==> config.mk <==
export PLATFORM = sky130hd
export DESIGN_NAME = uart_rx_brk
export DESIGN_NICKNAME = d
export VERILOG_FILES = /design/src/rtl/rxb_pkg.sv /design/src/rtl/rxb_sync.sv /design/src/rtl/rxb_deser.sv /design/src/rtl/rxb_fifo.sv /design/src/rtl/uart_rx_brk.sv
export SDC_FILE = /design/constraint.sdc
export NUM_CORES = 1
export LEC_CHECK = 0
export BUFFER_PORTS_ARGS = -buffer_cell sky130_fd_sc_hd__buf_4
export CORE_MARGIN = 2
export CORE_UTILIZATION = 60
export DETAILED_ROUTE_END_ITERATION = 8
export MAX_ROUTING_LAYER = met4
export PLACE_DENSITY_LB_ADDON = 0.08
export SLEW_MARGIN = 0
export SYNTH_ARGS = -nofsm -noshare
export SYNTH_HDL_FRONTEND = slang
export SYNTH_SLANG_ARGS = --single-unit
==> constraint.sdc <==
create_clock -name clk -period 2.4 [get_ports clk]
set_input_delay 0.24 -clock clk [delete_from_list [all_inputs] [get_ports clk]]
set_output_delay 0.24 -clock clk [all_outputs]
set_load 0.03 [all_outputs]
==> src/rtl/rxb_pkg.sv <==
`timescale 1ns/1ps
package rxb_pkg;
    localparam int OSR       = 16;
    localparam int CHAR_BITS = 8;

    typedef enum logic [1:0] {PAR_NONE = 2'd0, PAR_EVEN = 2'd1, PAR_ODD = 2'd2} par_mode_e;

    typedef enum logic [2:0] {
        S_IDLE, S_START, S_DATA, S_PAR, S_STOP, S_LOW, S_REARM
    } rx_state_e;

    typedef struct packed {
        logic                 brk;
        logic                 ferr;
        logic                 perr;
        logic [CHAR_BITS-1:0] data;
    } entry_t;

    // Number of bit times in one frame for a parity setting.
    function automatic int frame_bits(par_mode_e m);
        return 2 + CHAR_BITS + ((m == PAR_NONE) ? 0 : 1);
    endfunction

    function automatic logic par_err(logic [CHAR_BITS-1:0] d, logic p, par_mode_e m);
        case (m)
            PAR_EVEN: return (^d) != p;
            PAR_ODD:  return (~^d) != p;
            default:  return 1'b0;
        endcase
    endfunction
endpackage

==> src/rtl/rxb_sync.sv <==
`timescale 1ns/1ps
module rxb_sync #(
    parameter int STAGES = 2
) (
    input  logic clk,
    input  logic rst,
    input  logic din,
    output logic dout
);
    logic [STAGES-1:0] chain;

    always_ff @(posedge clk) begin
        if (rst) chain <= '1;
        else     chain <= {chain[STAGES-2:0], din};
    end

    assign dout = chain[STAGES-1];
endmodule

==> src/rtl/rxb_deser.sv <==
`timescale 1ns/1ps
module rxb_deser
    import rxb_pkg::*;
#(
    parameter par_mode_e PARITY = PAR_EVEN
) (
    input  logic   clk,
    input  logic   rst,
    input  logic   tick,
    input  logic   rx,
    output logic   evt_v,
    output entry_t evt
);
    localparam int TW          = $clog2(OSR);
    localparam int BW          = $clog2(CHAR_BITS);
    localparam int FRAME_TICKS = frame_bits(PARITY) * OSR;
    localparam int LW          = $clog2(FRAME_TICKS + 1);
    localparam logic [TW-1:0] T_MID  = TW'(OSR / 2 - 1);
    localparam logic [TW-1:0] T_LAST = TW'(OSR - 1);
    localparam logic [BW-1:0] B_LAST = BW'(CHAR_BITS - 1);
    localparam logic [LW-1:0] L_LAST = LW'(FRAME_TICKS - 1);
    localparam entry_t BRK_ENTRY = '{brk: 1'b1, ferr: 1'b0, perr: 1'b0, data: '0};

    rx_state_e            state;
    logic [TW-1:0]        tcnt;
    logic [BW-1:0]        bcnt;
    logic [LW-1:0]        lcnt;
    logic [CHAR_BITS-1:0] shreg;
    logic                 par_bit;

    always_ff @(posedge clk) begin
        if (rst) begin
            state   <= S_IDLE;
            tcnt    <= '0;
            bcnt    <= '0;
            lcnt    <= '0;
            shreg   <= '0;
            par_bit <= 1'b0;
            evt_v   <= 1'b0;
            evt     <= '0;
        end else begin
            evt_v <= 1'b0;
            if (tick) begin
                case (state)
                    S_IDLE: if (!rx) begin
                        state <= S_START;
                        tcnt  <= '0;
                    end
                    S_START: if (tcnt == T_MID) begin
                        tcnt  <= '0;
                        bcnt  <= '0;
                        state <= rx ? S_IDLE : S_DATA;
                    end else tcnt <= tcnt + 1'b1;
                    S_DATA: if (tcnt == T_LAST) begin
                        tcnt  <= '0;
                        shreg <= {rx, shreg[CHAR_BITS-1:1]};
                        if (bcnt == B_LAST) state <= (PARITY == PAR_NONE) ? S_STOP : S_PAR;
                        else                bcnt  <= bcnt + 1'b1;
                    end else tcnt <= tcnt + 1'b1;
                    S_PAR: if (tcnt == T_LAST) begin
                        tcnt    <= '0;
                        par_bit <= rx;
                        state   <= S_STOP;
                    end else tcnt <= tcnt + 1'b1;
                    S_STOP: if (tcnt == T_LAST) begin
                        tcnt     <= '0;
                        lcnt     <= '0;
                        evt_v    <= 1'b1;
                        evt.data <= shreg;
                        evt.perr <= par_err(shreg, par_bit, PARITY);
                        evt.ferr <= !rx;
                        evt.brk  <= 1'b0;
                        state    <= rx ? S_IDLE : S_LOW;
                    end else tcnt <= tcnt + 1'b1;
                    S_LOW: if (rx) begin
                        state <= S_IDLE;
                    end else if (lcnt == L_LAST) begin
                        evt_v <= 1'b1;
                        evt   <= BRK_ENTRY;
                        tcnt  <= '0;
                        state <= S_REARM;
                    end else lcnt <= lcnt + 1'b1;
                    S_REARM: if (!rx)          tcnt  <= '0;
                             else if (tcnt == T_LAST) state <= S_IDLE;
                             else              tcnt  <= tcnt + 1'b1;
                    default: state <= S_IDLE;
                endcase
            end
        end
    end
endmodule

==> src/rtl/rxb_fifo.sv <==
`timescale 1ns/1ps
module rxb_fifo
    import rxb_pkg::*;
#(
    parameter int DEPTH = 3
) (
    input  logic   clk,
    input  logic   rst,
    input  logic   push,
    input  entry_t din,
    input  logic   pop,
    output entry_t head,
    output logic   empty,
    output logic   full
);
    localparam int PW = (DEPTH > 1) ? $clog2(DEPTH) : 1;
    localparam int CW = $clog2(DEPTH + 1);
    localparam logic [PW-1:0] P_LAST = PW'(DEPTH - 1);
    localparam logic [CW-1:0] C_FULL = CW'(DEPTH);

    entry_t        mem [DEPTH];
    logic [PW-1:0] wp, rp;
    logic [CW-1:0] cnt;
    logic          do_push, do_pop;

    assign empty   = (cnt == '0);
    assign full    = (cnt == C_FULL);
    assign do_push = push && !full;
    assign do_pop  = pop && !empty;
    assign head    = mem[rp];

    function automatic logic [PW-1:0] step(logic [PW-1:0] p);
        return (p == P_LAST) ? '0 : p + 1'b1;
    endfunction

    always_ff @(posedge clk) begin
        if (do_push) mem[wp] <= din;
    end

    always_ff @(posedge clk) begin
        if (rst) begin
            wp  <= '0;
            rp  <= '0;
            cnt <= '0;
        end else begin
            if (do_push) wp <= step(wp);
            if (do_pop)  rp <= step(rp);
            case ({do_push, do_pop})
                2'b10:   cnt <= cnt + 1'b1;
                2'b01:   cnt <= cnt - 1'b1;
                default: cnt <= cnt;
            endcase
        end
    end
endmodule

==> src/rtl/uart_rx_brk.sv <==
`timescale 1ns/1ps
module uart_rx_brk
    import rxb_pkg::*;
#(
    parameter int        EFF_DEPTH = 4,
    parameter par_mode_e PARITY    = PAR_EVEN
) (
    input  logic                 clk,
    input  logic                 rst,
    input  logic                 tick16,
    input  logic                 rxd,
    input  logic                 rd,
    input  logic                 ovr_clr,
    output logic                 rx_ready,
    output logic [CHAR_BITS-1:0] rx_data,
    output logic                 rx_perr,
    output logic                 rx_ferr,
    output logic                 rx_brk,
    output logic                 rx_overrun
);
    localparam int QDEPTH = EFF_DEPTH - 1;

    logic   rx_s;
    logic   evt_v;
    entry_t evt;
    entry_t hold_q, head;
    logic   hold_v;
    logic   q_empty, q_full, q_push, ovr_set;

    rxb_sync #(.STAGES(2)) i_sync (
        .clk(clk), .rst(rst), .din(rxd), .dout(rx_s)
    );

    rxb_deser #(.PARITY(PARITY)) i_deser (
        .clk(clk), .rst(rst), .tick(tick16), .rx(rx_s), .evt_v(evt_v), .evt(evt)
    );

    // Holding stage stands in for the shift register when counting depth.
    assign q_push  = hold_v && !q_full;
    assign ovr_set = evt_v && hold_v && !q_push;

    always_ff @(posedge clk) begin
        if (rst) begin
            hold_v     <= 1'b0;
            hold_q     <= '0;
            rx_overrun <= 1'b0;
        end else begin
            if (evt_v && !ovr_set) begin
                hold_q <= evt;
                hold_v <= 1'b1;
            end else if (q_push) begin
                hold_v <= 1'b0;
            end
            rx_overrun <= ovr_set | (rx_overrun & ~ovr_clr);
        end
    end

    rxb_fifo #(.DEPTH(QDEPTH)) i_fifo (
        .clk(clk), .rst(rst), .push(q_push), .din(hold_q),
        .pop(rd), .head(head), .empty(q_empty), .full(q_full)
    );

    assign rx_ready = !q_empty;
    assign rx_data  = head.data;
    assign rx_perr  = head.perr;
    assign rx_ferr  = head.ferr;
    assign rx_brk   = head.brk;
endmodule

# [After elaboration in Yosys (flattened, before gate mapping)]
# Memory sizes are Yosys's and may differ from the RTL's. A register that Yosys moved wholly into a read port is not among the register bits.
# Cells that the tools add are included.
[op_classes] n_addsub=7 n_mul=0 div=0 order_cmp=0 n_eq_ne=30 shift=0 mux=46 bitwise_logic=4 reduce_logical=28
[op_table] cell="$mux W3" count=14
[op_table] cell="$mux W11" count=3
[op_table] cell="$mux W4" count=7
[op_table] cell="$mux W8" count=3
[op_table] cell="$pmux W11 S2" count=1
[op_table] cell="$pmux W3 S7" count=1
[op_table] cell="$pmux W4 S5" count=1
[op_table] cell="$pmux W8 S2" count=1
[op_table] cell="$reduce_and A5 Y1" count=3
[op_table] cell="$ne A2 B1 Y1 const B" count=7
[op_table] cell="$eq A3 B3 Y1 const B" count=4
[op_table] cell="$mux W2" count=5
[op_table] cell="$ne A2 B2 Y1 const B" count=5
[op_table] cell="$reduce_and A10 Y1" count=1
[op_table] cell="$add A8 B1 Y8 const B" count=1
[op_table] cell="$eq A2 B2 Y1 const B" count=4
[op_table] cell="$eq A8 B8 Y1 const B" count=1
[op_table] cell="$reduce_bool A2 Y1" count=4
[op_table] cell="$reduce_xor A8 Y1" count=1
[op_table] cell="$mux W1" count=7
[op_table] cell="$add A2 B1 Y2 const B" count=3
[op_table] cell="$eq A3 B2 Y1 const B" count=2
[op_table] cell="$logic_and A1 B1 Y1" count=6
[op_table] cell="$pmux W3 S2" count=1
[op_table] cell="23 further kinds" count=29
[word_totals] reg_bits=60 latchBits=0 ramBits=33 rom_bits=0 output_inout_bits=13 wordCells=137 n_memories=1
[mem_list] memory="i_fifo.mem" depth=3 word_bits=11 read_ports=1 rd_clocked_by_memory_dff=1 wr=1 line="rxb_fifo.sv:21" source="entry_t mem [DEPTH];"

# [Longest topological paths before layout]
# Gate-level depths: netlist of the first run.
[logic_depth] word_depth=8 mapped_depth=7

# [Hierarchy]
# Synthesis of the first run repeated with hierarchy kept, for this count alone.
[hier_totals] cells_unflattened=377 hier_area_um2=4182.8
[by_module_without_submodules] module="rxb_deser" instances=1 cells_per_inst=213 area_each_um2=2006.9 seq_area_each_um2=780.7
[by_module_without_submodules] module="rxb_fifo" instances=1 cells_per_inst=103 area_each_um2=1531.5 seq_area_each_um2=1151.1
[by_module_without_submodules] module="uart_rx_brk" instances=1 cells_per_inst=57 area_each_um2=591.8 seq_area_each_um2=260.2
[by_module_without_submodules] module="rxb_sync" instances=1 cells_per_inst=4 area_each_um2=52.6 seq_area_each_um2=40.0

# [Worst setup path after synthesis of the first run]
# Ideal clock, no wire load.
[synth_timing] kind="reg2out" from="register (tool-made name)" to="output rx_data[0]" arrival_time_ns=1.608 required_time_ns=2.160 slack_ns=0.552 stages_incl_launch_ff=4 path_buffers=1 cell_sequence="dfxtp_1 buf_1 mux2i_1 o21ai_0"
[synth_lines] element="to (decl)" line="uart_rx_brk.sv:15" source="output logic [CHAR_BITS-1:0] rx_data,"

# [Final worst setup path of the first run]
[layout_timing] from="register i_deser.state[2]" to="register i_deser.lcnt[1]"
[layout_between] elab_chain_cells=3 word_cells_on_any_way=8 cone_classes="5 x eq/ne; 1 x mux; 2 x reduce/logical"
[layout_lines] element="from (decl)" line="rxb_deser.sv:24" source="rx_state_e state;"
[layout_lines] element="from (signal assigned)" line="rxb_deser.sv:52" source="state <= rx ? S_IDLE : S_DATA;"
[layout_lines] element="from (signal assigned)" line="rxb_deser.sv:57" source="if (bcnt == B_LAST) state <= (PARITY == PAR_NONE) ? S_STOP : S_PAR;"
[layout_lines] element="from (signal assigned)" line="rxb_deser.sv:73" source="state <= rx ? S_IDLE : S_LOW;"
[layout_lines] element="$eq A3 B3 Y1" line="rxb_deser.sv:44" source="case (state)"
[layout_lines] element="$ne A2 B2 Y1 (no line) (tied with other cells)"
[layout_lines] element="$reduce_and A5 Y1 (no line)"
[layout_lines] element="to (signal assigned)" line="rxb_deser.sv:82" source="end else lcnt <= lcnt + 1'b1;"
[layout_lines] element="to (decl)" line="rxb_deser.sv:27" source="logic [LW-1:0] lcnt;"
# Parallel ways exist; a longest one is shown, timed or not.
# A chain may end at the register's enable or synchronous reset.

==> results of run 1 <==
==> Yosys cell counts (2+ instances only) <==
cell type  instances
xnor2_1           12
clkbuf_1          13
nor3_1            12
nor2b_1            2
nand3_1            7
edfxtp_1          33
nor3b_1            5
nor4b_2            2
inv_1              8
dfxtp_1           62
o21ai_0           19
ha_1               5
o21bai_1           3
o2111ai_1          2
a22oi_1           11
o21ai_1            3
or3_1              5
nand3b_1           3
xor2_1             3
a21boi_0           2
a31oi_1            2
or2_2              5
buf_6              2
o31ai_1            2
nand2b_1           5
nor2_1            53
a21oi_1           12
buf_2              4
nand2_1           30
mux2i_1           32
==> per-stage QoR <==
stage / hold WS [ps] / worst slack [ps] / utilization / instances / area [µm²]
after detailed placement: 425 / 233 / 0.656 / 461 / 4210
final: 56.2 / 228 / 0.690 / 477 / 4430
after global placement: 419 / 244 / 0.656 / 461 / 4210
after CTS: 36.2 / 178 / 0.689 / 477 / 4430
after floorplan: 344 / 552 / - / 380 / 4030
after global routing: 30.4 / 65.1 / 0.690 / 477 / 4430
==> kinds of logic (layout without fill, tap and decap cells) <==
family                   after synthesis  after routing  share of synthesized area
flip-flops                            95             95                      0.554
buffers and inverters                 28             48                     0.0310
adder cells (fa/ha/maj)                5              5                     0.0155
multiplexers                          32             32                     0.0794
XOR/XNOR                              16             16                     0.0382
AND/OR/NAND/NOR                      138            138                      0.176
AO/OA/AOI/OAI                         66             66                      0.106
==> power groups by stage <==
stage / combinational [mW] / sequential (mW) / clock, mW
finish: 0.163 / 1.68 / 1.09
floorplan: 0.137 / 1.70 / 0
detailed placement: 0.163 / 1.72 / 0
CTS: 0.164 / 1.68 / 1.12
global route: 0.183 / 1.69 / 1.18
global placement: 0.162 / 1.72 / 0
==> path summary, 6_finish.rpt <==
| check | from | to |
|---|---|---|
| worst max-delay path | i_deser.state[2]$_SDFFE_PP0P_ | i_deser.lcnt[1]$_SDFFE_PP0P_ |
| worst min-delay path | rxd | i_sync.chain[0]$_SDFF_PP1_ |
| worst max register to register | i_deser.state[2]$_SDFFE_PP0P_ | i_deser.lcnt[1]$_SDFFE_PP0P_ |
| worst min register to register | i_sync.chain[0]$_SDFF_PP1_ | i_sync.chain[1]$_SDFF_PP1_ |
==> flip-flops by register name, summed over array words and instances (netlist names), named ones only <==
signal and flops:
i_fifo.wp 2, i_deser.evt_v 1, hold_v 1, i_deser.lcnt 8, rx_overrun 1, i_deser.bcnt 3
hold_q 11, i_fifo.rp 2, i_deser.evt 11, i_deser.par_bit 1, i_deser.tcnt 4, i_deser.shreg 8
i_sync.chain 2, i_deser.state 3, i_fifo.cnt 2, i_fifo.mem 33
==> per-layer routing <==
metal / vias up / share of wire
met5: - / 0
met4: 0 / 0.024
met3: 12 / 0.036
met2: 45 / 0.47
met1: 1255 / 0.47
li1: 1383 / -
==> final cells by class <==
| cell class | instances | area (µm²) | area share |
|---|---|---|---|
| sequential | 95 | 2230 | 0.504 |
| multi-input combinational | 257 | 1680 | 0.379 |
| timing repair buffer | 24 | 180 | 0.0407 |
| clock buffer | 9 | 124 | 0.0280 |
| tap | 77 | 96.3 | 0.0217 |
| clock inverter | 7 | 87.6 | 0.0198 |
| inverter | 8 | 30.0 | 0.00678 |
==> what timing repair did <==
item | 4_1_cts | 5_1_grt
hold endpoints to repair | 0 | 0
resized for setup | 0 | 1
setup endpoints to repair | 0 | 8
==> results.toml, run 1 <==
[outcome]
status = "finished clean"

[final_layout]
fill_cells = 517
antenna_cells = 0
final_common_cell = "dfxtp_1"
syn_to_final_growth_pct = 9.87
nets = 406
most-common-layout-cells = "62 x dfxtp_1, 53 x nor2_1, 33 x edfxtp_1"
drive_gt1_frac = 0.138

[clock_network]
cts_max_level = 3
ctsLongestPathBuffers = 2
clkSlewWorstSetupHoldPaths_ps = 90
postCtsSetupBuffers = 0
holdBufCountCts = 0
insertion_delay_ps = 370
clockRootBuffer = "clkbuf_8"
cts_tree = "built"
cts.sinks = 95
cts_inserted_buffers = 9

[power]
switching_share = 0.239
p_total_mw = 2.94
peakVddDrop_v = 0.000374
clkPwrFrac = 0.371
p_comb_frac = 0.056
p_sw_mw = 0.703
p_per_area_nw_per_um2 = 663
p_int_mw = 2.23
power_frac_seq = 0.573
p_leak_nw = 1.69

[placed_design]
portBuffers = 18
dpl.hpwl_um = 4410
place_congestion = 0.935

[floorplanning]
rows = 29
dieHeight_um = 86.0
die_area_um2 = 7390
ios = 19
initial_core_util = 0.628
die_w_um = 86.0
core_um2 = 6420

[worst_setup_path]
crit_buf_inv = 0
r2r_setup_slack_ps = 230
cp_top_family = "simple AND/OR/NAND/NOR gates"
crit_chain = "nand3b_1 > or3_1 > or2_2 > a22oi_1 > nor2_1"
setup.worst_path.start_class = "flip-flop"
crit_fanout = 16
end_kind = "flip-flop"
reg2reg_depth = 5
slowest_delay_ps = 610
critPathArrivalTime_ps = 2410
critical_path_class = "reg2reg"
cp_data_required_time_ps = 2640
crit_cells = 5
slowest_stage = "dfxtp_1"

[synth]
synth.ff_latch_count = 95
syn_nets = 391
ys_seq_area_frac = 0.554
synth_area_leaders = "dfxtp_1 31%, edfxtp_1 25%, mux2i_1 7.9%"
synth_top_area_share = 0.308
synthArstFlopShare = 0
postSynthCellCount = 380
syn-cell-area_um2 = 4030
synth_top_area_cell = "dfxtp_1"
yosys_warnings = 0
synth_ff_type = "dfxtp_1"
ys_types = 51
syn_avg_cell_area_um2 = 10.6
synth_edf_count = 33

[sta]
setup_viol_count_final = 0
min_period_over_period = 0.905
rsz0062_at_grt = "false"
finalSetupTns_ps = 0
slew_viol_final = 0
fin_skew_ps = 13.7
slew_headroom = 0.571
worstMarginPinSlew_ps = 643
finalWorstPathRequiredPeriod_ps = 2170
hold_violations = 0
fmax_mhz = 460

[detailed_routing]
routed_wl_um = 6560
vias_per_cell = 5.65
drc = 0
firstDrtPassIters = 6
vias = 2695
drt_iter0_markers = 134
antenna_left = 0
drt-wirelength-per-cell_um = 13.7

[grt]
track_usage = 0.202
grt_most_used_layer = "met2"
grt_pass1_vias = 2434
use_met2 = 0.313
grtUsageMet3 = 0.0558
antenna_found_initial = 0
grt_max_degree = 55
use_met1 = 0.246
grt-ovfl-total = 0
grt_pass1_wl_um = 11200

[hold_path]
hold_class = "in2reg"
hold_depth = 2

[flow_run]
cap_violations = 0
Note: power is estimated with default switching activity, not from simulation.
==> inputs of run 2 (changes only) <==
CORE_UTILIZATION = 30   (was 60)
==> results.toml, run 2 (same netlist as run 1, synthesis figures left out) <==
[hold_path]
hold_class = "in2reg"

[sta]
slew_headroom = 0.558
worstMarginPinSlew_ps = 662
min_period_over_period = 0.873
rsz0062_at_grt = "false"
whs_ps = 77.5
finalWorstPathRequiredPeriod_ps = 2100
hold_violations = 0
fin_skew_ps = 6.37
finalSetupTns_ps = 0
setup_viol_count_final = 0
slew_viol_final = 0
fmax_mhz = 477

[outcome]
status = "finished clean"

[worst_setup_path]
critical_path_class = "reg2reg"
slowest_delay_ps = 380
setup.worst_path.start_class = "flip-flop"
crit_chain = "ha_1 > nand4_1 > o21bai_1 > nor3b_4 > a21boi_0 > o21ai_0"
crit_fanout = 8
end_kind = "flip-flop"
cp_data_required_time_ps = 2630
critPathArrivalTime_ps = 2320
slowest_stage = "dfxtp_1"

[final_layout]
utilization = 0.351
fill_cells = 1322
nets = 408
final_common_cell = "dfxtp_1"
syn_to_final_growth_pct = 14.7
most-common-layout-cells = "62 x dfxtp_1, 53 x nor2_1, 33 x edfxtp_1"
drive_gt1_frac = 0.134
largestRegisters = "i_fifo.mem (33), hold_q (11), i_deser.evt (11)"
largest_reg_flops = 33
antenna_cells = 0
largest_register = "i_fifo.mem"

[power]
p_per_area_nw_per_um2 = 688
clkPwrFrac = 0.419
p_sw_mw = 0.746
power_frac_seq = 0.529
p_int_mw = 2.44
p_total_mw = 3.18
p_leak_nw = 1.72
peakVddDrop_v = 0.000262
switching_share = 0.234
p_comb_frac = 0.053

[flow_run]
cap_violations = 0

[floorplanning]
core_um2 = 13200
dieHeight_um = 120
rows = 42
die_w_um = 120
initial_core_util = 0.306
ios = 19
die_area_um2 = 14400

[clock_network]
postCtsSetupBuffers = 0
cts_max_level = 3
insertion_delay_ps = 350
cts_inserted_buffers = 9
clkSlewWorstSetupHoldPaths_ps = 70
cts-resized-gates = 0
ctsLongestPathBuffers = 2
holdBufCountCts = 0
cts.sinks = 95
clockRootBuffer = "clkbuf_16"
cts_tree = "built"

[grt]
track_usage = 0.120
grt_pass1_wl_um = 13100
grt_max_degree = 55
antenna_found_initial = 0
grt_pass1_vias = 2597
grt-ovfl-total = 0

[detailed_routing]
drt_iter0_markers = 113
drc = 0
drt-wirelength-per-cell_um = 13.3
vias_per_cell = 4.58
firstDrtPassIters = 4
antenna_left = 0
routed_wl_um = 7660
vias = 2650

[placed_design]
place_congestion = 0.748
portBuffers = 18
dpl.hpwl_um = 5050
[run 2: cell types whose count changed in the layout (fill, tap and decap cells not counted), sizes merged]
cell and delta:
clkbuf +1, clkinvlp +2, inv -2, buf +2
bufinv -1
[run 2: power groups by stage]
stage          clock [mW]  combinational [mW]  sequential, mW
6_report             1.33               0.168            1.68
5_1_grt              1.44               0.190            1.68
4_1_cts              1.38               0.168            1.68
3_5_place_dp            0               0.168            1.72
3_3_place_gp            0               0.171            1.72
2_1_floorplan           0               0.137            1.70
[run 2: per-layer routing]
layer  part of all wire  up-vias  track usage
li1                   -     1386            -
met5                  0        -            -
met2               0.46       34        0.184
met4              0.019        0       0.0493
met3              0.033       11       0.0333
met1               0.49     1219        0.150
[run 2: area by class of cell]
cell class,count,area (µm²),area share
Sequential cell,95,2230,0.482
Multi-Input combinational cell,257,1680,0.362
Clock buffer,10,229,0.0495
Tap cell,176,220,0.0476
Timing Repair Buffer,26,195,0.0422
Clock inverter,6,45.0,0.00973
Inverter,8,30.0,0.00649
[run 2: worst max-delay path: cells and delay by family, from the launching register on]
kind / cells / cell delay, ps
fa+ha+maj: 1 / 240
simple gates: 2 / 700
flops: 1 / 380
compound gates: 3 / 660
[run 2: worst paths after layout]
path              slack, ps  cells after the start                    startpoint                           end
setup / recovery        300                      6  i_deser.lcnt[0]$_SDFFE_PP0P_  i_deser.tcnt[3]$_SDFFE_PP0P_
hold / removal           80                      2                           rxd    i_sync.chain[0]$_SDFF_PP1_
setup reg to reg        300                      6  i_deser.lcnt[0]$_SDFFE_PP0P_  i_deser.tcnt[3]$_SDFFE_PP0P_
hold reg to reg         440                      1    i_sync.chain[0]$_SDFF_PP1_    i_sync.chain[1]$_SDFF_PP1_
[run 2: stage by stage]
stage          setup slack (ps)  cells  instance area [µm²]
2_1_floorplan               552    380                 4030
3_3_place_gp                378    562                 4350
3_5_place_dp                352    562                 4350
4_1_cts                     337    578                 4630
5_1_grt                    67.4    578                 4630
6_report                    305    578                 4630
